### src/rtl/fsg_pkg.sv
package fsg_pkg;

    // Phase state of the frame-sync generator
    typedef enum logic [1:0] {
        FSG_IDLE = 2'd0,
        FSG_HIGH = 2'd1,
        FSG_LOW  = 2'd2
    } fsg_state_e;

endpackage

### src/rtl/fsg_src_mux.sv
// Picks one bit-clock tick line according to a select code where
// 0 means "no source" and n+1 means line n.
module fsg_src_mux #(
    parameter int NUM_SRC = 4,
    parameter int SEL_W   = 4
) (
    input  logic [SEL_W-1:0]   sel_i,
    input  logic [NUM_SRC-1:0] ticks_i,
    output logic               src_ok_o,
    output logic               tick_o
);

    localparam int MAX_CODES = 1 << SEL_W;

    logic [NUM_SRC-1:0] hit;

    generate
        for (genvar g = 0; g < NUM_SRC; g++) begin : g_dec
            if (g + 1 < MAX_CODES) begin : g_reach
                assign hit[g] = (sel_i == SEL_W'(g + 1));
            end else begin : g_unreach
                assign hit[g] = 1'b0;
            end
        end
    endgenerate

    assign src_ok_o = |hit;
    assign tick_o   = |(hit & ticks_i);

endmodule

### src/rtl/fsg_period_shadow.sv
// Holds the period pair that governs the running frame; reloads
// only when the phase machine signals a frame start.
module fsg_period_shadow #(
    parameter int PERIOD_W = 16
) (
    input  logic                clk_i,
    input  logic                rst_ni,
    input  logic                load_i,
    input  logic [PERIOD_W-1:0] hi_i,
    input  logic [PERIOD_W-1:0] lo_i,
    output logic [PERIOD_W-1:0] hi_o,
    output logic [PERIOD_W-1:0] lo_o
);

    always_ff @(posedge clk_i or negedge rst_ni) begin
        if (!rst_ni) begin
            hi_o <= '0;
            lo_o <= '0;
        end else if (load_i) begin
            hi_o <= hi_i;
            lo_o <= lo_i;
        end
    end

endmodule

### src/rtl/fsg_phase_fsm.sv
// IDLE / HIGH / LOW machine with a shared phase counter.
module fsg_phase_fsm
    import fsg_pkg::*;
#(
    parameter int PERIOD_W = 16
) (
    input  logic                clk_i,
    input  logic                rst_ni,
    input  logic                run_i,
    input  logic                tick_i,
    input  logic [PERIOD_W-1:0] hi_i,
    input  logic [PERIOD_W-1:0] lo_i,
    output logic                load_o,
    output logic                fsync_o,
    output logic                frame_start_o
);

    fsg_state_e          state_q, state_d;
    logic [PERIOD_W-1:0] cnt_q, cnt_d;

    // Next-state and counter logic
    always_comb begin
        state_d = state_q;
        cnt_d   = cnt_q;
        load_o  = 1'b0;
        if (!run_i) begin
            // HALT
            state_d = FSG_IDLE;
            cnt_d   = '0;
        end else begin
            unique case (state_q)
                FSG_IDLE: begin
                    if (tick_i) begin
                        // START
                        state_d = FSG_HIGH;
                        cnt_d   = '0;
                        load_o  = 1'b1;
                    end
                end
                FSG_HIGH: begin
                    if (tick_i) begin
                        if (cnt_q == hi_i) begin
                            // HALF
                            state_d = FSG_LOW;
                            cnt_d   = '0;
                        end else begin
                            cnt_d = cnt_q + 1'b1;
                        end
                    end
                end
                FSG_LOW: begin
                    if (tick_i) begin
                        if (cnt_q == lo_i) begin
                            // WRAP
                            state_d = FSG_HIGH;
                            cnt_d   = '0;
                            load_o  = 1'b1;
                        end else begin
                            cnt_d = cnt_q + 1'b1;
                        end
                    end
                end
                default: begin
                    state_d = FSG_IDLE;
                    cnt_d   = '0;
                end
            endcase
        end
    end

    // State register
    always_ff @(posedge clk_i or negedge rst_ni) begin
        if (!rst_ni) begin
            state_q <= FSG_IDLE;
            cnt_q   <= '0;
        end else begin
            state_q <= state_d;
            cnt_q   <= cnt_d;
        end
    end

    // Output register
    always_ff @(posedge clk_i or negedge rst_ni) begin
        if (!rst_ni) begin
            fsync_o       <= 1'b0;
            frame_start_o <= 1'b0;
        end else begin
            fsync_o       <= (state_d == FSG_HIGH);
            frame_start_o <= load_o;
        end
    end

endmodule

### src/rtl/fsg_frame_sync.sv
module fsg_frame_sync #(
    parameter int NUM_SRC  = 4,
    parameter int SEL_W    = 4,
    parameter int PERIOD_W = 16
) (
    input  logic                clk_i,
    input  logic                rst_ni,
    input  logic                cfg_enable_i,
    input  logic [SEL_W-1:0]    cfg_clk_sel_i,
    input  logic [PERIOD_W-1:0] cfg_hi_period_i,
    input  logic [PERIOD_W-1:0] cfg_lo_period_i,
    input  logic [NUM_SRC-1:0]  bclk_tick_i,
    output logic                fsync_o,
    output logic                frame_start_o
);

    logic                src_ok;
    logic                tick_sel;
    logic                load;
    logic [PERIOD_W-1:0] hi_sh;
    logic [PERIOD_W-1:0] lo_sh;

    fsg_src_mux #(
        .NUM_SRC (NUM_SRC),
        .SEL_W   (SEL_W)
    ) src_mux_i (
        .sel_i    (cfg_clk_sel_i),
        .ticks_i  (bclk_tick_i),
        .src_ok_o (src_ok),
        .tick_o   (tick_sel)
    );

    fsg_period_shadow #(
        .PERIOD_W (PERIOD_W)
    ) shadow_i (
        .clk_i  (clk_i),
        .rst_ni (rst_ni),
        .load_i (load),
        .hi_i   (cfg_hi_period_i),
        .lo_i   (cfg_lo_period_i),
        .hi_o   (hi_sh),
        .lo_o   (lo_sh)
    );

    fsg_phase_fsm #(
        .PERIOD_W (PERIOD_W)
    ) fsm_i (
        .clk_i         (clk_i),
        .rst_ni        (rst_ni),
        .run_i         (cfg_enable_i & src_ok),
        .tick_i        (tick_sel),
        .hi_i          (hi_sh),
        .lo_i          (lo_sh),
        .load_o        (load),
        .fsync_o       (fsync_o),
        .frame_start_o (frame_start_o)
    );

endmodule

### config.mk
export PLATFORM = sky130hd
export DESIGN_NAME = fsg_frame_sync
export DESIGN_NICKNAME = d
export VERILOG_FILES = /design/src/rtl/fsg_pkg.sv /design/src/rtl/fsg_src_mux.sv /design/src/rtl/fsg_period_shadow.sv /design/src/rtl/fsg_phase_fsm.sv /design/src/rtl/fsg_frame_sync.sv
export SDC_FILE = /design/constraint.sdc
export NUM_CORES = 1
export LEC_CHECK = 0
export BUFFER_PORTS_ARGS = -buffer_cell sky130_fd_sc_hd__buf_2
export CORE_ASPECT_RATIO = 2
export CORE_MARGIN = 5
export CORE_UTILIZATION = 30
export DETAILED_ROUTE_END_ITERATION = 10
export SETUP_SLACK_MARGIN = 0.5
export SYNTH_ARGS = -nofsm -noshare
export SYNTH_HDL_FRONTEND = slang
export SYNTH_HIERARCHICAL = 1
export SYNTH_SLANG_ARGS = --single-unit
### constraint.sdc
create_clock -name clk_i -period 2.7 [get_ports clk_i]
set_input_delay 0.135 -clock clk_i [delete_from_list [all_inputs] [get_ports clk_i]]
set_output_delay 0.135 -clock clk_i [all_outputs]
set_load 0.01 [all_outputs]
==> flow_summary.html <==
<table>
<tr><th>Metric</th><th>Value</th></tr>
<tr><th colspan="2">Synth</th></tr>
<tr><td>Register area share after synthesis</td><td>45.1%</td></tr>
<tr><td>Parity-gate share of the synthesized area counting xor and xnor cells</td><td>13.4%</td></tr>
<tr><td>Net count after synthesis</td><td>291</td></tr>
<tr><td>Ys Warns</td><td>6</td></tr>
<tr><td>Area share of fa/ha/maj cells after synthesis</td><td>2.17%</td></tr>
<tr><td>Basic-gate share of the synthesized area counting and, or, nand and nor cells</td><td>14.6%</td></tr>
<tr><td>Async S/R FF share, synth</td><td>100%</td></tr>
<tr><td>Number of enable flip-flop cells after synthesis</td><td>0</td></tr>
<tr><td>Main combinational cell family by area after synthesis</td><td>multiplexers</td></tr>
<tr><td>Flip-flop cell with the highest count after synthesis</td><td>dfrtp_1</td></tr>
<tr><td>Synthesized netlist cell count</td><td>243</td></tr>
<tr><td>Cell Area, Synth</td><td>2880 um2</td></tr>
<tr><td>Number of distinct library cells after synthesis</td><td>40</td></tr>
<tr><td>Share of the synthesized area in compound gates (AO/OA/AOI/OAI)</td><td>3.56%</td></tr>
<tr><td>Multiplexer fraction of the synthesized cell area</td><td>16.4%</td></tr>
<tr><td>Syn_area_per_cell</td><td>11.9 um2</td></tr>
<tr><td>Number of register bits inferred by synthesis</td><td>52</td></tr>
<tr><th colspan="2">Layout</th></tr>
<tr><td>Relative area change from synthesis to final layout</td><td>26.1%</td></tr>
<tr><td>Commonest non-fill, non-tap cells in the layout</td><td>dfrtp_1, buf_2, mux2_4</td></tr>
<tr><td>Share of cells above drive strength 1</td><td>42.6%</td></tr>
<tr><td>Post-route insts no fill</td><td>409</td></tr>
<tr><td>Net count, final</td><td>353</td></tr>
<tr><td>Leading cell type in the layout, fill and taps excluded</td><td>dfrtp_1</td></tr>
<tr><td>Post-layout utilization of the core</td><td>38.7%</td></tr>
<tr><td>Number of antenna diodes</td><td>0</td></tr>
<tr><th colspan="2">Power</th></tr>
<tr><td>Leakage</td><td>1.61 nW</td></tr>
<tr><td>Maximum ir drop on the vdd rail</td><td>0.000276 V</td></tr>
<tr><td>Power density normalized to cell area</td><td>567 nW/um2</td></tr>
<tr><th colspan="2">Status</th></tr>
<tr><td>Result of the run</td><td>finished clean</td></tr>
<tr><th colspan="2">Worst hold path</th></tr>
<tr><td>Number of cells traversed by the worst hold path</td><td>2</td></tr>
<tr><td>Hold-critical path endpoint</td><td>shadow_i/lo_o[4]</td></tr>
<tr><td>HP Class</td><td>primary input to flop</td></tr>
<tr><td>Hold_sp</td><td>cfg_lo_period_i[4]</td></tr>
<tr><th colspan="2">Die</th></tr>
<tr><td>Number of standard-cell rows in the floorplan</td><td>50</td></tr>
<tr><td>Width of the die</td><td>79.3 um</td></tr>
<tr><td>Initial Util</td><td>30.7%</td></tr>
<tr><td>Core ar.</td><td>9380 um2</td></tr>
<tr><td>Die ar.</td><td>11800 um2</td></tr>
<tr><td>IO Count</td><td>45</td></tr>
<tr><td>DIE HEIGHT</td><td>149 um</td></tr>
<tr><th colspan="2">Worst setup path</th></tr>
<tr><td>Critical path type</td><td>flop to flop</td></tr>
<tr><td>Endpoint type of the worst setup path</td><td>flop</td></tr>
<tr><td>Worst Setup Start Kind</td><td>flop</td></tr>
<tr><td>Crit-path max FO</td><td>6</td></tr>
<tr><td>Register-to-register path setup slack</td><td>0.45 ns</td></tr>
<tr><td>Critical register-to-register path startpoint</td><td>fsm_i/cnt_q[8]</td></tr>
<tr><td>Reg2Reg Depth</td><td>7</td></tr>
<tr><td>Reg-to-reg endpoint</td><td>shadow_i/lo_o[0]</td></tr>
<tr><td>Critical path arrival</td><td>2.42 ns</td></tr>
<tr><td>Critical path data required time</td><td>2.87 ns</td></tr>
<tr><th colspan="2">Routing</th></tr>
<tr><td>Post-DRT Antenna Nets</td><td>0</td></tr>
<tr><td>Detailed Routing Iterations Pass 1</td><td>4</td></tr>
<tr><td>Number of remaining DRC errors</td><td>0</td></tr>
<tr><td>Routed via count</td><td>2001</td></tr>
<tr><td>Average routed wire per standard cell</td><td>16.9 um</td></tr>
<tr><td>WL final</td><td>6900 um</td></tr>
<tr><td>Number of design-rule violations left by the first detailed-router iteration</td><td>108</td></tr>
<tr><td>DR vias/cell</td><td>4.89</td></tr>
<tr><th colspan="2">Timing</th></tr>
<tr><td>Final-report max-slew violation count</td><td>0</td></tr>
<tr><td>Setup-violating endpoint count in the final report</td><td>0</td></tr>
<tr><td>Final worst-path cycle share</td><td>83.3%</td></tr>
<tr><td>Setup repair after global routing missed its margin</td><td>yes</td></tr>
<tr><td>Hold_ws</td><td>0.0679 ns</td></tr>
<tr><td>Maximum clock rate</td><td>445 MHz</td></tr>
<tr><td>Worst-case setup margin in the final layout</td><td>0.452 ns</td></tr>
<tr><td>Worst max-slew margin expressed relative to the limit</td><td>58.0%</td></tr>
<tr><td>Number of endpoints with negative hold slack in the final report</td><td>0</td></tr>
<tr><td>Worst Clk Skew</td><td>0.00736 ns</td></tr>
<tr><td>Worst-margin pin slew</td><td>0.630 ns</td></tr>
<tr><td>Setup TNS</td><td>0 ns</td></tr>
<tr><td>Final critical path time including I/O delays and setup</td><td>2.25 ns</td></tr>
<tr><th colspan="2">GRT</th></tr>
<tr><td>Initial antenna violation count</td><td>0</td></tr>
<tr><td>Largest net degree at the start of global routing</td><td>28</td></tr>
<tr><td>Global router's overall resource usage</td><td>12.4%</td></tr>
<tr><td>Via count of the first global-routing pass</td><td>2236</td></tr>
<tr><td>Residual overflow from global routing</td><td>0</td></tr>
<tr><td>Global-route wire length before repair</td><td>11100 um</td></tr>
<tr><th colspan="2">Place</th></tr>
<tr><td>Weighted congestion at the end of routability-driven global placement</td><td>0.816</td></tr>
<tr><td>Dpl ws</td><td>0.00368 ns</td></tr>
<tr><td># port buffers</td><td>44</td></tr>
<tr><td>Count of placed standard cells including taps</td><td>388</td></tr>
<tr><td>Detailed placer's ending HPWL</td><td>5040 um</td></tr>
<tr><th colspan="2">CTS</th></tr>
<tr><td>Worst-Skew Late Latency</td><td>0.29 ns</td></tr>
<tr><td>Clock tree from TritonCTS</td><td>built</td></tr>
<tr><td>Clock Path Buffers</td><td>2</td></tr>
<tr><td>Number of buffers created by CTS</td><td>5</td></tr>
<tr><td>Total clock sinks</td><td>52</td></tr>
<tr><td>Deepest level of the CTS H-tree</td><td>2</td></tr>
<tr><td>Clock transition at the registers of the reported paths</td><td>0.06 ns</td></tr>
<tr><td>CTS Root Cell</td><td>clkbuf_16</td></tr>
<tr><th colspan="2">Run</th></tr>
<tr><td>Maxcap violations</td><td>0</td></tr>
</table>
## cells in the mapped netlist, drive strengths merged, types with 2 or more instances
| library cell | number | area (um2) |
|---|---|---|
| dfrtp | 52 | 1300 |
| mux2 | 32 | 473 |
| xor2 | 24 | 210 |
| nor2 | 20 | 77.6 |
| xnor2 | 20 | 175 |
| nand2 | 14 | 52.6 |
| nand4 | 9 | 56.3 |
| inv | 8 | 30.0 |
| nand3 | 8 | 40.0 |
| buf | 7 | 88.8 |
| nor4 | 6 | 58.8 |
| a21oi | 5 | 25.0 |
| clkbuf | 5 | 18.8 |
| ha | 5 | 62.6 |
| nor3 | 5 | 36.3 |
| o21ai | 5 | 25.0 |
| nand3b | 3 | 22.5 |
| and3 | 2 | 12.5 |
| or3b | 2 | 17.5 |
## per-stage QoR
stage	instance area (um2)	power, mW
final	3640	2.06
after global routing	3640	2.16
after CTS	3440	2.05
after detailed placement	3210	1.42
after global placement	3210	1.42
after floorplan	2880	1.29
## where the power goes
| part | internal (mW) | total (mW) | switching [mW] |
|---|---|---|---|
| Combinational | 0.284 | 0.456 | 0.172 |
| Sequential | 0.899 | 1.00 | 0.102 |
| Clock | 0.337 | 0.607 | 0.269 |
## per-layer routing
metal | GRT usage, % | share of wire [%] | vias to the layer above
met1 | 13.3 | 38 | 989
met2 | 23.0 | 57 | 53
met5 | 0 | 0 | -
met3 | 1.88 | 3.0 | 7
met4 | 5.77 | 1.8 | 0
li1 | - | - | 952
## final cells by class
| cell class | count | area [um2] |
|---|---|---|
| clock buffers | 6 | 129 |
| repair buffers | 67 | 475 |
| multi-input cells | 171 | 1560 |
| clock inverters | 1 | 5.00 |
| well taps | 104 | 130 |
| inverters | 8 | 30.0 |
| flip-flops and latches | 52 | 1310 |
| fillers | 881 | 5750 |
## what timing repair did
action                                 CTS  global route
gates resized for setup                  9            22
pin swaps                                5            10
endpoints found under the hold margin   25             0
setup endpoints to repair               46            44
gates cloned                             1             2
buffers inserted                         4             6
hold buffers                             1             0
## sequential cells by signal (all words and copies together) (netlist names)
signal               flops
fsm_i/cnt_q             16
fsm_i/frame_start_o      1
fsm_i/fsync_o            1
fsm_i/state_q            2
shadow_i/hi_o           16
shadow_i/lo_o           16
## worst max-delay path, stage by stage (launching register included)
cell,delay [ns]
dfrtp_2,0.46
xor2_2,0.17
nor4_4,0.31
nand4_1,0.21
nor2_1,0.17
o211a_4,0.31
clkbuf_16,0.20
mux2_4,0.29
## worst max path at each step
stage | from | end | slack, ns | depth (start not counted)
floorplan | fsm_i/cnt_q[11] | shadow_i/hi_o[0] | 0.64 | 9
global placement | fsm_i/cnt_q[8] | shadow_i/hi_o[13] | 0.02 | 7
detailed placement | fsm_i/cnt_q[8] | shadow_i/hi_o[13] | 0.004 | 7
CTS | fsm_i/cnt_q[9] | shadow_i/lo_o[15] | 0.42 | 7
global route | fsm_i/cnt_q[11] | shadow_i/lo_o[0] | 0.37 | 7
finish | fsm_i/cnt_q[8] | shadow_i/lo_o[0] | 0.45 | 7
## cells by family after synthesis
| logic type | after synthesis |
|---|---|
| mux | 32 |
| xor+xnor | 44 |
| flops | 52 |
| fa+ha+maj | 5 |
| compound gates | 16 |
| simple gates | 74 |
| buf+inv | 20 |
Note: power is estimated with default switching activity, not from simulation.
